File: src/rtl/crc_chk_pkg.sv
package crc_chk_pkg;

    typedef enum logic {
        BIT_ORDER_MSB = 1'b0,
        BIT_ORDER_LSB = 1'b1
    } bit_order_e;

    typedef struct packed {
        logic good;
        logic bad;
    } verdict_t;

    localparam int MAX_CRC_W = 64;

    // Mirror the low w bits of v; used to turn a normal polynomial into its reflected form.
    function automatic logic [MAX_CRC_W-1:0] rev_bits(input logic [MAX_CRC_W-1:0] v, input int w);
        logic [MAX_CRC_W-1:0] r;
        r = '0;
        for (int i = 0; i < w; i++) begin
            r[i] = v[w-1-i];
        end
        return r;
    endfunction

endpackage

File: src/rtl/crc_verdict.sv
module crc_verdict
    import crc_chk_pkg::*;
#(
    parameter int           W       = 32,
    parameter logic [W-1:0] RESIDUE = 32'hDEBB20E3
) (
    input  logic         clk,
    input  logic         rst,
    input  logic         fire,
    input  logic [W-1:0] crc_next,
    output verdict_t     verdict
);
    logic match;
    assign match = (crc_next == RESIDUE);

    always_ff @(posedge clk) begin
        if (rst) begin
            verdict <= '0;
        end else begin
            verdict.good <= fire && match;
            verdict.bad  <= fire && !match;
        end
    end

    a_r4_exclusive: assert property (@(posedge clk) disable iff (rst)
        !(verdict.good && verdict.bad));
    a_r4_only_after_eof: assert property (@(posedge clk) disable iff (rst)
        (verdict.good || verdict.bad) |-> $past(fire));
    a_r2_verdict_due: assert property (@(posedge clk) disable iff (rst)
        fire |=> (verdict.good || verdict.bad));
endmodule

File: config.mk
export PLATFORM = sky130hd
export DESIGN_NAME = crc_verdict
export DESIGN_NICKNAME = d
export VERILOG_FILES = /design/src/rtl/crc_chk_pkg.sv /design/src/rtl/crc_verdict.sv
export SDC_FILE = /design/constraint.sdc
export NUM_CORES = 1
export LEC_CHECK = 0
export BUFFER_PORTS_ARGS = -buffer_cell sky130_fd_sc_hd__buf_4
export CORE_AREA = 2 2 39 41
export DETAILED_ROUTE_END_ITERATION = 8
export DIE_AREA = 0 0 41 43
export GPL_TIMING_DRIVEN = 0
export PLACE_DENSITY = 0.53
export SETUP_SLACK_MARGIN = 0.15
export SLEW_MARGIN = 40
export SYNTH_ARGS = -nofsm -noshare
export SYNTH_HDL_FRONTEND = slang
export SYNTH_SLANG_ARGS = --single-unit
File: constraint.sdc
create_clock -name clk -period 1.1 [get_ports clk]
set_input_delay 0.11 -clock clk [delete_from_list [all_inputs] [get_ports clk]]
set_output_delay 0.11 -clock clk [all_outputs]
set_load 0.01 [all_outputs]
==> results of run 1 <==
-- path summary, 6_finish.rpt --
| kind | depth (start not counted) | from | endpoint |
|---|---|---|---|
| hold / removal | 2 | fire | verdict[0]$_SDFF_PP0_ |
| setup / recovery | 4 | crc_next[3] | verdict[0]$_SDFF_PP0_ |
-- area by class of cell --
type / count / area (sq um)
sequential: 2 / 40.0
fill: 149 / 910
timing repair buffer: 36 / 270
inverter: 1 / 3.75
clock buffer: 3 / 22.5
tap: 16 / 20.0
multi-input combinational: 14 / 118
-- per-stage QoR --
| stage | instance area [sq um] | total power [mW] | hold slack [ns] |
|---|---|---|---|
| after floorplan | 151 | 0.0915 | 0.235 |
| after global placement | 442 | 0.182 | 0.370 |
| after detailed placement | 442 | 0.185 | 0.377 |
| after CTS | 468 | 0.349 | 0.139 |
| after global routing | 474 | 0.367 | 0.147 |
| final | 474 | 0.341 | 0.152 |
-- layer usage --
layer  wire (microns)  vias up  share of wire [%]
li1                 -      152                  -
met1              178      138                 28
met2              392       17                 62
met3               65        0                 10
met4                0        0                  0
met5                0        -                  0
-- cell usage in the layout (no fill, tap or decap), drive strengths merged --
| cell type | netlist | routed |
|---|---|---|
| nor4 | 1 | 1 |
| nand4 | 2 | 2 |
| nor2b | 1 | 1 |
| clkbuf | 0 | 3 |
| o311a | 1 | 1 |
| nand2 | 2 | 2 |
| inv | 1 | 1 |
| nand4b | 1 | 1 |
| dfxtp | 2 | 2 |
| and4b | 1 | 1 |
| buf | 0 | 36 |
| nor4b | 1 | 1 |
| or4 | 1 | 1 |
| nor4bb | 3 | 3 |
-- what timing repair did --
item / 4_1_cts / 5_1_grt
endpoints found under the setup margin: 2 / 2
gates resized for setup: 1 / 1
pin swaps: 1 / 1
cloned: 0 / 0
-- power groups by stage --
stage | Clock, mW | Sequential [mW] | Combinational, mW
6_report | 0.156 | 0.0756 | 0.109
5_1_grt | 0.174 | 0.0758 | 0.117
4_1_cts | 0.165 | 0.0757 | 0.109
3_5_place_dp | 0 | 0.0766 | 0.108
3_3_place_gp | 0 | 0.0764 | 0.106
2_1_floorplan | 0 | 0.0775 | 0.0139
-- cell families (layout without fill, tap and decap cells) --
group | after synthesis | after routing | synth area share, %
AO/OA/AOI/OAI | 1 | 1 | 6.61
buffers and inverters | 1 | 40 | 2.48
flip-flops | 2 | 2 | 26.4
AND/OR/NAND/NOR | 13 | 13 | 64.5
==> results.md, run 1 <==
* Outcome: completed
* Sequential element share of the synthesized area at 26.4%
* Kind of critical path: in2reg
* Antenna violation net count after detailed routing at 0
* Max-capacitance violation count at 0
* Clk pwr share at 45.8%
* GR peak layer: met2
* Synth top cells by count: nor4bb_1, dfxtp_1, nand2_1, nand4_1
* Max_slew headroom at 82.8%
* Total track usage at 8.29%
* Sink Count at 2
* Synth area leaders: dfxtp_1, nor4bb_1, nand4_1
* Gpl congestion at 0.602
* Internal at 0.283 mW
* Biggest register: verdict
* Crit path required time at 1.20 ns
* CTS tree: yes
* Cells after DPL at 69
* Max reg flops at 2
* DR vias at 307
* Die Y at 43 microns
* Root Buffer: clkbuf_4
* GRT met1 Usage at 6.33%
* Logic pwr share at 32.0%
* Delay-heaviest family, CP: simple AND/OR/NAND/NOR gates
* Post-synth EDFFs at 0
* ANT cells at 0
* GR Layer Usage met3 at 3.66%
* Synth unique cells at 12
* Via count of the first global-routing pass at 267
* Leak at 0.240 nW
* Grt total ovfl at 0
* Post-layout min period at 1.01 ns
* Power Dens Cells at 719 nW/um^2
* Pin count of the biggest net entering global routing at 3
* Fin util at 34.3%
* Tcrit/Tclk final at 91.5%
* Syn avg cell area at 8.91 sq um
* CTS buffer count at 3
* CP arrival at 1.10 ns
* Seq pwr share at 22.2%
* Vias/cell at 4.26
* Met2 Use GR at 13.8%
* DRC at 0
* RSZ-0062 raised after global routing: yes
* Die area at 1760 sq um
* Input/output buffers at 36
* DRT iter0 DRCs at 6
* First-pass GRT wire length at 917 microns
* Count of final hold-check violations at 0
* CP max stage delay at 0.43 ns
* Setup Buffers After CTS at 0
* WL per Instance at 8.85 microns
* Final WS setup at 0.0937 ns
* Worst path cell trace: buf_4 > nand4b_1 > or4_4 > o311a_1
* Clock slew at reported path FFs at 0.03 ns
* Effective utilization at floorplan at 10.9%
* Peak Freq at 994 MHz
* Pre-Repair DR Iteration Count at 4
* CP max-delay cell: or4_4
* Synth async-reset ratio at 0%
* P_sw at 0.0579 mW
* Clk buf depth at 2
* # hold bufs at CTS at 0
* Placeable core area at 1380 sq um
* Cell Area, Synth at 151 sq um
* Largest area contributor in the netlist: dfxtp_1
* Share of the synthesized area in the top cell type at 26.4%
* Crit end category: register
* Synth Net Count at 52
* Critical path launch point type: primary input
* # rows at 14
* Top Ports at 37
* Min-Delay Path Class: in2reg
* Most frequent cell after synthesis: nor4bb_1
* Syn. warnings at 0
* Worst-path maximum fanout at 2
* Die width at 41 microns
* Worst path buffer plus inverter count at 1
* Peak supply drop at 0.173 mV
* H-tree depth at 1
* Nets at 93
* Share of layout cells above drive strength 1 at 73.2%
* Worst slack at placement at -0.211 ns
* Final Setup Violations at 0
* Switching share of power at 17.0%
* Initial antenna violation count at 0
* Post-Syn Instances at 17
* Routed WL at 637 microns
* Synth Register Bits at 2
* Setup TNS Final at 0 ns
* Final std cells w/o fill at 72
* Top FF cell, synth: dfxtp_1
* Final-report max-slew violation count at 0
* Largest regs: verdict (2)
* Area growth, synth to finish at 213%
* Worst slew pin tran at 0.255 ns
No activity file was read; power rests on OpenSTA's default activity.
==> inputs of run 2 (changes only) <==
--- a/config.mk
+++ b/config.mk
@@ -5,12 +5,12 @@
 export SDC_FILE = /design/constraint.sdc
 export NUM_CORES = 1
 export LEC_CHECK = 0
+export ABC_CLOCK_PERIOD_IN_PS = 1000
 export BUFFER_PORTS_ARGS = -buffer_cell sky130_fd_sc_hd__buf_4
 export CORE_AREA = 2 2 39 41
 export DETAILED_ROUTE_END_ITERATION = 8
 export DIE_AREA = 0 0 41 43
-export GPL_TIMING_DRIVEN = 0
-export PLACE_DENSITY = 0.53
+export PLACE_DENSITY = 0.51
 export SETUP_SLACK_MARGIN = 0.15
 export SLEW_MARGIN = 40
 export SYNTH_ARGS = -nofsm -noshare
==> constraint.sdc (replaced) <==
create_clock -name clk -period 1 [get_ports clk]
set_input_delay 0.1 -clock clk [delete_from_list [all_inputs] [get_ports clk]]
set_output_delay 0.1 -clock clk [all_outputs]
set_load 0.01 [all_outputs]
==> run 2 against run 1 <==
  * Routed wire length is 4.4% lower
  * First-iteration DRC count fell by 83%
  * Cell count is 1.4% higher
  * Final area is 1.6% higher
  * Critical path depth stayed put
  * Die area did not move
  * Sequential share of layout area down 0.13 points
  * Non-clock buffer count up 1
  * Largest cell class unchanged
==> results.md, run 2 (synthesis results as in run 1) <==
* Outcome: completed (unchanged)
* Worst slew pin tran at 0.254 ns (was 0.255 ns)
* ANT cells at 0 (unchanged)
* # rows at 14 (unchanged)
* WL per Instance at 8.34 microns (was 8.85 microns)
* Final std cells w/o fill at 73 (was 72)
* Area of the multi-input gates at 118 sq um (unchanged)
* Die area at 1760 sq um (unchanged)
* Pre-Repair DR Iteration Count at 3 (was 4)
* Final-report max-slew violation count at 0 (unchanged)
* Peak supply drop at 0.224 mV (was 0.173 mV)
* Most frequent cells in the layout: buf_4, nor4bb_1, clkbuf_4 (unchanged)
* Routed WL at 609 microns (was 637 microns)
* Biggest register: verdict (unchanged)
* Root Buffer: clkbuf_4 (unchanged)
* Max reg flops at 2 (unchanged)
* Final Setup Violations at 0 (unchanged)
* # hold bufs at CTS at 0 (unchanged)
* Max-capacitance violation count at 0 (unchanged)
* Grt total ovfl at 0 (unchanged)
* Vias/cell at 4.05 (was 4.26)
* Die Y at 43 microns (unchanged)
* Final WS setup at 0.0329 ns (was 0.0937 ns)
* Worst-path maximum fanout at 2 (unchanged)
* Clock slew at reported path FFs at 0.03 ns (about the same)
* Commonest non-fill, non-tap cell in the layout: buf_4 (unchanged)
* RSZ-0062 raised after global routing: yes (unchanged)
* CP arrival at 1.07 ns (was 1.10 ns)
* Total track usage at 8.41% (was 8.29%)
* Worst slack at placement at -0.272 ns (was -0.211 ns)
* Fin util at 34.8% (was 34.3%)
* DRC at 0 (unchanged)
* Leak at 0.244 nW (was 0.240 nW)
* Tcrit/Tclk final at 96.7%
* Fillers at 149 (unchanged)
* Critical path launch point type: primary input (unchanged)
* CTS tree: yes (unchanged)
* Count of final hold-check violations at 0 (unchanged)
* Gpl congestion at 0.621 (was 0.602)
* Min-Delay Path Class: in2reg (unchanged)
* Input/output buffers at 36 (unchanged)
* Crit path required time at 1.10 ns (was 1.20 ns)
* Min-delay src: fire (unchanged)
* H-tree depth at 1 (unchanged)
* Sink Count at 2 (unchanged)
* First-pass GRT wire length at 938 microns (was 917 microns)
* Antenna violation net count after detailed routing at 0 (unchanged)
* Clk buf depth at 2 (unchanged)
* Post-layout min period at 0.967 ns
* Setup TNS Final at 0 ns (unchanged)
* DR vias at 296 (was 307)
* Largest regs: verdict (2) (unchanged)
* DRT iter0 DRCs at 1 (was 6)
* Seq. cell area at 40.0 sq um (unchanged)
* Critical path launch point: crc_next[3] (unchanged)
* Area growth, synth to finish at 218% (was 213%)
* Top Ports at 37 (unchanged)
* Die width at 41 microns (unchanged)
* Kind of critical path: in2reg (unchanged)
* Share of layout cells above drive strength 1 at 73.7% (was 73.2%)
* Peak Freq at 1030 MHz
* Pin count of the biggest net entering global routing at 3 (unchanged)
* Effective utilization at floorplan at 10.9% (unchanged)
* Power Dens Cells at 777 nW/um^2 (was 719 nW/um^2)
* Initial antenna violation count at 0 (unchanged)
* Placed cell areas at 449 sq um (was 442 sq um)
* Final instance area at 482 sq um (was 474 sq um)
* Crit end category: register (unchanged)
* Max_slew headroom at 82.8% (about the same)
* Nets at 94 (was 93)
* Cells after DPL at 70 (was 69)
* CTS buffer count at 3 (unchanged)
* Via count of the first global-routing pass at 269 (was 267)
* Placeable core area at 1380 sq um (unchanged)
-- run 2: final timing paths --
path,end,slack [ns],depth (start not counted)
worst min-delay path,verdict[1]$_SDFF_PP0_,0.13,3
worst max-delay path,verdict[0]$_SDFF_PP0_,0.03,4
-- run 2: report_power, final --
part           total [mW]  switching, mW  internal [mW]
registers          0.0831       0.000455         0.0826
logic               0.120         0.0228         0.0969
clock network       0.172         0.0398          0.132
total               0.375         0.0631          0.311
-- run 2: per-stage QoR --
stage	total power, mW	hold WS, ns
global route	0.415	0.108
detailed placement	0.203	0.356
CTS	0.384	0.122
finish	0.375	0.129
floorplan	0.101	0.225
global placement	0.201	0.351
-- run 2: critical path: stages --
cell      delay, ns
buf_4          0.10
nand4b_1       0.15
or4_4          0.42
o311a_1        0.30
-- run 2: layer usage --
metal / part of all wire [%] / GRT usage (%) / vias up
met1: 30 / 7.32 / 122
li1: - / - / 154
met5: 0 / 0 / -
met2: 53 / 12.2 / 18
met4: 3.6 / 10.0 / 0
met3: 13 / 3.66 / 2
-- run 2: layout make-up --
type                       count  share of cell area (%)
timing repair buffer          37                    57.7
multi-input combinational     14                    24.4
sequential                     2                    8.31
clock buffer                   3                    4.68
tap                           16                    4.16
inverter                       1                   0.779
-- run 2: repair_timing --
item	in CTS	in global routing
gates resized for setup	1	1
setup endpoints to repair	2	2
setup buffers	0	0
pin swaps	1	2
